--- config.mk ---
export PLATFORM = sky130hd
export DESIGN_NAME = snoop_wb_cache
export DESIGN_NICKNAME = d
export VERILOG_FILES = /design/src/rtl/snc_pkg.sv /design/src/rtl/snc_line_array.sv /design/src/rtl/snc_snoop.sv /design/src/rtl/snc_req_ctrl.sv /design/src/rtl/snoop_wb_cache.sv
export SDC_FILE = /design/constraint.sdc
export NUM_CORES = 1
export LEC_CHECK = 0
export ABC_AREA = 0
export BUFFER_PORTS_ARGS = -buffer_cell sky130_fd_sc_hd__buf_2
export CORE_UTILIZATION = 30
export DETAILED_ROUTE_END_ITERATION = 16
export GPL_TIMING_DRIVEN = 0
export PLACE_DENSITY = 0.59
export SETUP_SLACK_MARGIN = 0.3
export SKIP_LAST_GASP = 1
export SLEW_MARGIN = 20
export SYNTH_ARGS = -nofsm -noshare
export SYNTH_HDL_FRONTEND = slang
export SYNTH_SLANG_ARGS = --single-unit
--- constraint.sdc ---
create_clock -name clk -period 9.8 [get_ports clk]
set_clock_uncertainty 0.15 [all_clocks]
set_input_delay 1.47 -clock clk [delete_from_list [all_inputs] [get_ports clk]]
set_output_delay 1.47 -clock clk [all_outputs]
set_load 0.005 [all_outputs]
--- src/rtl/snc_pkg.sv ---
// Shared types for the snooping cache controller: line states and bus opcodes.
package snc_pkg;
    typedef enum logic [1:0] {
        ST_INV = 2'd0,
        ST_SHR = 2'd1,
        ST_EXC = 2'd2
    } lstate_e;

    typedef enum logic [1:0] {
        OP_IDLE   = 2'd0,
        OP_RDMISS = 2'd1,
        OP_WRMISS = 2'd2,
        OP_WBACK  = 2'd3
    } bus_op_e;
endpackage

--- src/rtl/snc_line_array.sv ---
// Line storage (state, tag, data) for a direct-mapped cache.
// Port A is the full-line update from the processor side; port B changes the
// state only, for snoop actions. Assumes the two ports never hit one line in
// the same cycle (the controller stalls the local request in that case).
module snc_line_array
    import snc_pkg::*;
#(
    parameter int IDX_W  = 2,
    parameter int TAG_W  = 6,
    parameter int DATA_W = 16
) (
    input  logic              clk,
    input  logic              rst_n,
    input  logic              a_en,
    input  logic [IDX_W-1:0]  a_idx,
    input  lstate_e           a_state,
    input  logic [TAG_W-1:0]  a_tag,
    input  logic [DATA_W-1:0] a_data,
    input  logic              b_en,
    input  logic [IDX_W-1:0]  b_idx,
    input  lstate_e           b_state,
    input  logic [IDX_W-1:0]  ra_idx,
    output lstate_e           ra_state,
    output logic [TAG_W-1:0]  ra_tag,
    output logic [DATA_W-1:0] ra_data,
    input  logic [IDX_W-1:0]  rb_idx,
    output lstate_e           rb_state,
    output logic [TAG_W-1:0]  rb_tag,
    output logic [DATA_W-1:0] rb_data
);
    localparam int LINES = 1 << IDX_W;

    lstate_e           st_all  [LINES];
    logic [TAG_W-1:0]  tag_all [LINES];
    logic [DATA_W-1:0] dat_all [LINES];

    for (genvar g = 0; g < LINES; g++) begin : g_line
        lstate_e           st_q;
        logic [TAG_W-1:0]  tag_q;
        logic [DATA_W-1:0] dat_q;

        // Per-line register: processor-side update wins, else snoop state change.
        always_ff @(posedge clk) begin
            if (!rst_n) begin
                st_q  <= ST_INV;
                tag_q <= '0;
                dat_q <= '0;
            end else if (a_en && a_idx == IDX_W'(g)) begin
                st_q  <= a_state;
                tag_q <= a_tag;
                dat_q <= a_data;
            end else if (b_en && b_idx == IDX_W'(g)) begin
                st_q  <= b_state;
            end
        end

        assign st_all[g]  = st_q;
        assign tag_all[g] = tag_q;
        assign dat_all[g] = dat_q;
    end

    // Read muxes for the processor port and the snoop port.
    always_comb begin
        ra_state = st_all[ra_idx];
        ra_tag   = tag_all[ra_idx];
        ra_data  = dat_all[ra_idx];
        rb_state = st_all[rb_idx];
        rb_tag   = tag_all[rb_idx];
        rb_data  = dat_all[rb_idx];
    end

    // a snoop change and a local update never land on the same line together.
    p_ports_disjoint_r11: assert property (@(posedge clk) disable iff (!rst_n)
        (a_en && b_en) |-> (a_idx != b_idx));
endmodule

--- src/rtl/snc_snoop.sv ---
// Snoop responder: decodes the transaction on the bus against the addressed
// line and produces the state change, the abort and the supplied block.
// Assumes snp_op is idle in cycles with no granted transaction.
module snc_snoop
    import snc_pkg::*;
#(
    parameter int ADDR_W = 8,
    parameter int IDX_W  = 2,
    parameter int TAG_W  = 6,
    parameter int DATA_W = 16,
    parameter int ID_W   = 1,
    parameter int MY_ID  = 0
) (
    input  logic              clk,
    input  logic              rst_n,
    input  logic [1:0]        snp_op,
    input  logic [ADDR_W-1:0] snp_addr,
    input  logic [ID_W-1:0]   snp_id,
    output logic [IDX_W-1:0]  line_idx,
    input  lstate_e           line_state,
    input  logic [TAG_W-1:0]  line_tag,
    input  logic [DATA_W-1:0] line_data,
    output logic              upd_en,
    output lstate_e           upd_state,
    output logic              abort,
    output logic [DATA_W-1:0] sup_data
);
    bus_op_e op;
    logic    foreign;
    logic    match;

    assign op       = bus_op_e'(snp_op);
    assign line_idx = snp_addr[IDX_W-1:0];
    assign foreign  = (snp_id != ID_W'(MY_ID));
    assign match    = foreign && (line_state != ST_INV)
                      && (line_tag == snp_addr[ADDR_W-1:IDX_W]);

    // Snoop decision: downgrade on foreign read miss, invalidate on foreign write miss.
    always_comb begin
        upd_en    = 1'b0;
        upd_state = line_state;
        abort     = 1'b0;
        case (op)
            OP_RDMISS: if (match && line_state == ST_EXC) begin
                upd_en    = 1'b1;
                upd_state = ST_SHR;
                abort     = 1'b1;
            end
            OP_WRMISS: if (match) begin
                upd_en    = 1'b1;
                upd_state = ST_INV;
                abort     = (line_state == ST_EXC);
            end
            default: ;
        endcase
    end

    assign sup_data = abort ? line_data : '0;

    // abort only answers a foreign miss.
    p_abort_legal_r10: assert property (@(posedge clk) disable iff (!rst_n)
        abort |-> ((snp_op == 2'd1 || snp_op == 2'd2) && snp_id != ID_W'(MY_ID)));
endmodule

--- src/rtl/snc_req_ctrl.sv ---
// Processor-side controller. Each cycle it derives, from the current state of
// the addressed line, which bus transaction the pending request still needs
// (none, write-back of a dirty victim, read miss or write miss). A miss
// completes the request in its grant cycle; hits complete locally unless a
// foreign snoop targets the same line in that cycle.
// Assumes grant only while bus_req is high and a request held until ready.
module snc_req_ctrl
    import snc_pkg::*;
#(
    parameter int ADDR_W = 8,
    parameter int IDX_W  = 2,
    parameter int TAG_W  = 6,
    parameter int DATA_W = 16
) (
    input  logic              clk,
    input  logic              rst_n,
    input  logic              cpu_valid,
    input  logic              cpu_write,
    input  logic [ADDR_W-1:0] cpu_addr,
    input  logic [DATA_W-1:0] cpu_wdata,
    output logic              cpu_ready,
    output logic [DATA_W-1:0] cpu_rdata,
    input  logic              snoop_conflict,
    output logic [IDX_W-1:0]  line_idx,
    input  lstate_e           line_state,
    input  logic [TAG_W-1:0]  line_tag,
    input  logic [DATA_W-1:0] line_data,
    output logic              bus_req,
    input  logic              bus_gnt,
    output logic [1:0]        mst_op,
    output logic [ADDR_W-1:0] mst_addr,
    output logic [DATA_W-1:0] mst_data,
    input  logic [DATA_W-1:0] bus_rdata,
    output logic              upd_en,
    output lstate_e           upd_state,
    output logic [TAG_W-1:0]  upd_tag,
    output logic [DATA_W-1:0] upd_data
);
    logic [TAG_W-1:0] req_tag;
    logic             hit;
    logic             local_done;
    bus_op_e          need_op;

    assign line_idx = cpu_addr[IDX_W-1:0];
    assign req_tag  = cpu_addr[ADDR_W-1:IDX_W];
    assign hit      = (line_state != ST_INV) && (line_tag == req_tag);

    // Next bus transaction needed by the pending request.
    always_comb begin
        need_op = OP_IDLE;
        if (cpu_valid) begin
            if (cpu_write) begin
                if (hit && line_state == ST_EXC) need_op = OP_IDLE;
                else if (line_state == ST_EXC)   need_op = OP_WBACK;
                else                             need_op = OP_WRMISS;
            end else begin
                if (hit)                         need_op = OP_IDLE;
                else if (line_state == ST_EXC)   need_op = OP_WBACK;
                else                             need_op = OP_RDMISS;
            end
        end
    end

    assign local_done = cpu_valid && (need_op == OP_IDLE) && !snoop_conflict;

    // Bus master outputs: the victim address for write-back, else the request.
    assign bus_req  = (need_op != OP_IDLE);
    assign mst_op   = need_op;
    assign mst_addr = (need_op == OP_WBACK) ? {line_tag, line_idx} : cpu_addr;
    assign mst_data = line_data;

    // Processor handshake: hits finish locally, misses finish in the grant cycle.
    always_comb begin
        cpu_ready = local_done
                    || (bus_gnt && (need_op == OP_RDMISS || need_op == OP_WRMISS));
        cpu_rdata = (bus_gnt && need_op == OP_RDMISS) ? bus_rdata : line_data;
    end

    // Line update for fills, victim invalidation and write hits.
    always_comb begin
        upd_en    = 1'b0;
        upd_state = line_state;
        upd_tag   = line_tag;
        upd_data  = line_data;
        if (bus_gnt) begin
            case (need_op)
                OP_RDMISS: begin
                    upd_en    = 1'b1;
                    upd_state = ST_SHR;
                    upd_tag   = req_tag;
                    upd_data  = bus_rdata;
                end
                OP_WRMISS: begin
                    upd_en    = 1'b1;
                    upd_state = ST_EXC;
                    upd_tag   = req_tag;
                    upd_data  = cpu_wdata;
                end
                OP_WBACK: begin
                    upd_en    = 1'b1;
                    upd_state = ST_INV;
                end
                default: ;
            endcase
        end else if (local_done && cpu_write) begin
            upd_en    = 1'b1;
            upd_state = ST_EXC;
            upd_tag   = req_tag;
            upd_data  = cpu_wdata;
        end
    end

    // a grant arrives only for a raised request.
    p_gnt_needs_req_r9: assert property (@(posedge clk) disable iff (!rst_n)
        bus_gnt |-> bus_req);

    // a request completing without a grant uses no bus.
    p_hit_quiet_r4: assert property (@(posedge clk) disable iff (!rst_n)
        (cpu_ready && !bus_gnt) |-> !bus_req);

    // after a victim write-back the same request moves on to its miss.
    p_wb_then_miss_r5: assert property (@(posedge clk) disable iff (!rst_n)
        ($past(bus_gnt) && $past(mst_op) == 2'd3 && $past(cpu_valid) && cpu_valid
         && cpu_addr == $past(cpu_addr) && cpu_write == $past(cpu_write))
        |-> (mst_op != 2'd3));
endmodule

--- src/rtl/snoop_wb_cache.sv ---
// Top of the snooping write-back invalidate cache controller: ties the line
// storage, the processor-side controller and the snoop responder together.
// Assumes a single-cycle broadcast bus where the granted cache's opcode,
// address and ID appear on every snoop input during its grant cycle only.
module snoop_wb_cache
    import snc_pkg::*;
#(
    parameter int ADDR_W = 8,
    parameter int IDX_W  = 2,
    parameter int DATA_W = 16,
    parameter int ID_W   = 1,
    parameter int MY_ID  = 0
) (
    input  logic              clk,
    input  logic              rst_n,
    input  logic              cpu_valid,
    input  logic              cpu_write,
    input  logic [ADDR_W-1:0] cpu_addr,
    input  logic [DATA_W-1:0] cpu_wdata,
    output logic              cpu_ready,
    output logic [DATA_W-1:0] cpu_rdata,
    output logic              bus_req,
    input  logic              bus_gnt,
    output logic [1:0]        mst_op,
    output logic [ADDR_W-1:0] mst_addr,
    output logic [DATA_W-1:0] mst_data,
    input  logic [DATA_W-1:0] bus_rdata,
    input  logic [1:0]        snp_op,
    input  logic [ADDR_W-1:0] snp_addr,
    input  logic [ID_W-1:0]   snp_id,
    output logic              snp_abort,
    output logic [DATA_W-1:0] snp_data
);
    localparam int TAG_W = ADDR_W - IDX_W;

    logic [IDX_W-1:0]  ra_idx, rb_idx;
    lstate_e           ra_state, rb_state;
    logic [TAG_W-1:0]  ra_tag, rb_tag;
    logic [DATA_W-1:0] ra_data, rb_data;
    logic              a_en, b_en;
    lstate_e           a_state, b_state;
    logic [TAG_W-1:0]  a_tag;
    logic [DATA_W-1:0] a_data;
    logic              snoop_conflict;

    // Foreign traffic on the requested line index holds off the local request.
    assign snoop_conflict = (snp_op != 2'd0) && (snp_id != ID_W'(MY_ID))
                            && (snp_addr[IDX_W-1:0] == cpu_addr[IDX_W-1:0]);

    snc_line_array #(.IDX_W(IDX_W), .TAG_W(TAG_W), .DATA_W(DATA_W)) u_lines (
        .clk(clk), .rst_n(rst_n),
        .a_en(a_en), .a_idx(ra_idx), .a_state(a_state), .a_tag(a_tag), .a_data(a_data),
        .b_en(b_en), .b_idx(rb_idx), .b_state(b_state),
        .ra_idx(ra_idx), .ra_state(ra_state), .ra_tag(ra_tag), .ra_data(ra_data),
        .rb_idx(rb_idx), .rb_state(rb_state), .rb_tag(rb_tag), .rb_data(rb_data)
    );

    snc_req_ctrl #(.ADDR_W(ADDR_W), .IDX_W(IDX_W), .TAG_W(TAG_W), .DATA_W(DATA_W)) u_req (
        .clk(clk), .rst_n(rst_n),
        .cpu_valid(cpu_valid), .cpu_write(cpu_write), .cpu_addr(cpu_addr),
        .cpu_wdata(cpu_wdata), .cpu_ready(cpu_ready), .cpu_rdata(cpu_rdata),
        .snoop_conflict(snoop_conflict),
        .line_idx(ra_idx), .line_state(ra_state), .line_tag(ra_tag), .line_data(ra_data),
        .bus_req(bus_req), .bus_gnt(bus_gnt), .mst_op(mst_op), .mst_addr(mst_addr),
        .mst_data(mst_data), .bus_rdata(bus_rdata),
        .upd_en(a_en), .upd_state(a_state), .upd_tag(a_tag), .upd_data(a_data)
    );

    snc_snoop #(.ADDR_W(ADDR_W), .IDX_W(IDX_W), .TAG_W(TAG_W), .DATA_W(DATA_W),
                .ID_W(ID_W), .MY_ID(MY_ID)) u_snoop (
        .clk(clk), .rst_n(rst_n),
        .snp_op(snp_op), .snp_addr(snp_addr), .snp_id(snp_id),
        .line_idx(rb_idx), .line_state(rb_state), .line_tag(rb_tag), .line_data(rb_data),
        .upd_en(b_en), .upd_state(b_state), .abort(snp_abort), .sup_data(snp_data)
    );

    // no local completion while foreign traffic targets the same line.
    p_snoop_stall_r11: assert property (@(posedge clk) disable iff (!rst_n)
        snoop_conflict |-> !cpu_ready);

    // an idle processor raises no bus request.
    p_idle_quiet_r1: assert property (@(posedge clk) disable iff (!rst_n)
        !cpu_valid |-> !bus_req);
endmodule

==> metrics.md <==
| Metric | Value |
|---|---|
| Buffer count from post-CTS setup fixing | `0` |
| Layout cells sized above 1 | `0.257` |
| Slowest CP cell | `clkbuf_1` |
| Crit-path cells | `buf_2, buf_2, mux4_2, xnor2_1, o2111ai_1, nor4_1, or2_2, inv_1, ha_1, clkbuf_1, nand2_1, clkbuf_1, mux2_2, buf_2` |
| GPL Wtd Cong | `0.849` |
| Vias in the first global route | `5,446` |
| Via Count | `5,686` |
| Peak VDD IR | `0.0594 mV` |
| Pins Over Slew Limit | `0` |
| Non-Filler Instances | `1,093` |
| EDFF count, synth | `0` |
| Cell count after synthesis | `694` |
| Most used cell, CP | `buf_2` |
| Post-synthesis async set-or-reset flop share | `0` |
| Required time of the critical path | `8.18 ns` |
| Prevailing post-synth register cell | `dfxtp_1` |
| Mapped Area | `6220 um^2` |
| Row Count | `52` |
| CTS Buffer Depth | `2` |
| Antenna violations before repair | `1` |
| #FFs+latches synth | `96` |
| ANT nets after route | `0` |
| # IOs | `117` |
| CTS root buf | `clkbuf_16` |
| Gr usage total | `0.197` |
| Number of port buffers | `112` |
| Clk slew on worst S/H paths | `0.07 ns` |
| Leak | `3.11 nW` |
| HPWL after DPL | `15.0 mm` |
| Chip width | `146 um` |
| Most common cell after layout, fill and taps aside | `nand2_1` |
| Arrival @ worst endpoint | `5.93 ns` |
| Pwr Density | `128 nW/um^2` |
| Final period util | `0.770` |
| Max-cap violations | `0` |
| Number of fill cells in the layout | `2,092` |
| Initial Util | `0.306` |
| CTS Buf Count | `9` |
| Most frequent cells in the layout | `nand2_1 (167), buf_2 (120), dfxtp_1 (96), a21boi_0 (63), nor2_1 (46)` |
| F_max | `0.132 GHz` |
| Nets | `881` |
| Kind of critical path | `input port to output pin` |
| RSZ-0062 raised after global routing | `false` |
| Latest clock arrival within the worst-skew pair | `0.35 ns` |
| Area Growth Syn to Fin | `19.4%` |
| Starting DRT DRC Count | `413` |
| Final Hold Fails | `0` |
| Core area | `20,300 um^2` |
| Overflow left after global routing | `0` |
| H-tree level count | `3` |
| Family with the most delay on the worst path | `buffers and inverters` |
| Yosys cell types | `50` |
| WL/cell | `19.0 um` |
| Critical Path Source Type | `input port` |
| CTS tree | `done` |
| # resized after CTS | `0` |
| Largest net degree at the start of global routing | `16` |
| Global-route wire length before repair | `31.9 mm` |
| Tightest Hold Check Type | `flop to flop` |
| Hold-fix buffers, CTS | `0` |
| Max incr delay on CP | `0.70 ns` |
| Pre-Repair DR Iteration Count | `4` |
| Syn. warnings | `0` |
| DIE AREA | `21,300 um^2` |
| Via/cell ratio | `5.20` |
| Syn Nets | `758` |
| DP Cell Count | `1,076` |
| Relative slew slack | `0.321` |
| Final min period | `7.55 ns` |
| Post-Route WL | `20.7 mm` |
| Die H | `146 um` |
| Outcome | `finished clean` |
| Slew @ Worst Pin | `1.02 ns` |
| Syn Area/Cell | `8.96 um^2` |
| Placed cell areas | `7120 um^2` |
| Sequential share of the synthesized area | `0.309` |
| DRC viols | `0` |
| Clock Sink Count | `96` |
| Setup TNS | `0 ns` |
| Fin area | `7430 um^2` |
| CP bufs+invs | `6` |
| Setup violators final | `0` |
| Worst Setup End Kind | `output pin` |
| Top fanout value on the critical path | `10` |
-- path summary, 6_finish.rpt --
kind	startpoint	endpoint	slack [ns]	cells after the start
worst max-delay path	cpu_addr[0]	cpu_rdata[9]	2.25	14
worst min-delay path	u_lines.g_line[0].dat_q[7]	u_lines.g_line[0].dat_q[7]	0.33	2
worst max register to register	u_lines.g_line[3].tag_q[1]	u_lines.g_line[0].dat_q[13]	5.24	15
worst min register to register	u_lines.g_line[0].dat_q[7]	u_lines.g_line[0].dat_q[7]	0.33	2
-- cells by family (layout without fill, tap and decap cells) --
logic type	count (synthesis)	after routing	synth area share
other cells	0	1	0
fa+ha+maj	8	8	0.0161
simple gates	285	285	0.199
mux	83	83	0.228
flops	96	96	0.309
buf+inv	69	197	0.0481
xor+xnor	19	19	0.0280
compound gates	134	134	0.172
-- worst min-delay path: stages, from the launching register on --
cell	delay [ns]
dfxtp_1	0.32
nand2_1	0.06
a21boi_1	0.05
-- Yosys cell counts (all sizes together), types with 2 or more instances --
cell / instances / share of area
nor4b: 2 / 0.0028
buf: 21 / 0.019
o21ai: 8 / 0.0064
nor2b: 20 / 0.020
and3b: 2 / 0.0028
nor2: 46 / 0.028
and2: 4 / 0.0040
clkbuf: 38 / 0.023
a21oi: 9 / 0.0072
nand2b: 4 / 0.0040
mux2: 22 / 0.040
nor3: 17 / 0.014
dfxtp: 96 / 0.31
nor4: 2 / 0.0020
o2111ai: 2 / 0.0028
nand3: 11 / 0.0088
o211a: 24 / 0.039
a221oi: 18 / 0.025
mux4: 44 / 0.16
inv: 10 / 0.0060
mux2i: 17 / 0.027
or2: 2 / 0.0020
nand2: 168 / 0.10
nand4: 3 / 0.0040
ha: 8 / 0.016
xor2: 9 / 0.013
a21boi: 64 / 0.077
xnor2: 10 / 0.015
-- cell type report --
cell class	count	area [um^2]	area share
Clock inverter	3	47.5	0.00640
Timing Repair Buffer	112	561	0.0754
Sequential cell	96	1920	0.259
Clock buffer	13	260	0.0350
Buffer	59	262	0.0352
Multi-Input combinational cell	529	4000	0.538
Tap cell	270	338	0.0455
Inverter	10	37.5	0.00505
Antenna cell	1	2.50	0.000337
-- state kept, by name, indices dropped and copies added, names as in the netlist --
register	flops
u_lines.g_line.dat_q	64
u_lines.g_line.tag_q	24
u_lines.g_line.st_q	8
-- through the flow --
stage / hold slack, ns / total power [mW] / utilization / setup slack [ns]
after floorplan: 0.292 / 0.525 / - / 3.85
after global placement: 0.309 / 0.588 / 0.351 / 2.18
after detailed placement: 0.321 / 0.590 / 0.351 / 2.13
after CTS: 0.331 / 0.957 / 0.366 / 2.13
after global routing: 0.353 / 0.990 / 0.366 / 1.91
final: 0.328 / 0.953 / 0.366 / 2.25
-- routing by layer --
metal	GRT usage	part of all wire	vias to the layer above
met3	0.0502	0.079	34
met4	0.0677	0.021	0
met2	0.309	0.46	224
met5	0	0	-
met1	0.264	0.44	2709
li1	-	-	2719
-- power breakdown --
group          total [mW]  switching (mW)  internal, mW
Clock               0.372           0.158         0.214
Combinational       0.173           0.105        0.0688
Sequential          0.408         0.00776         0.400
Note: power is estimated with default switching activity, not from simulation.
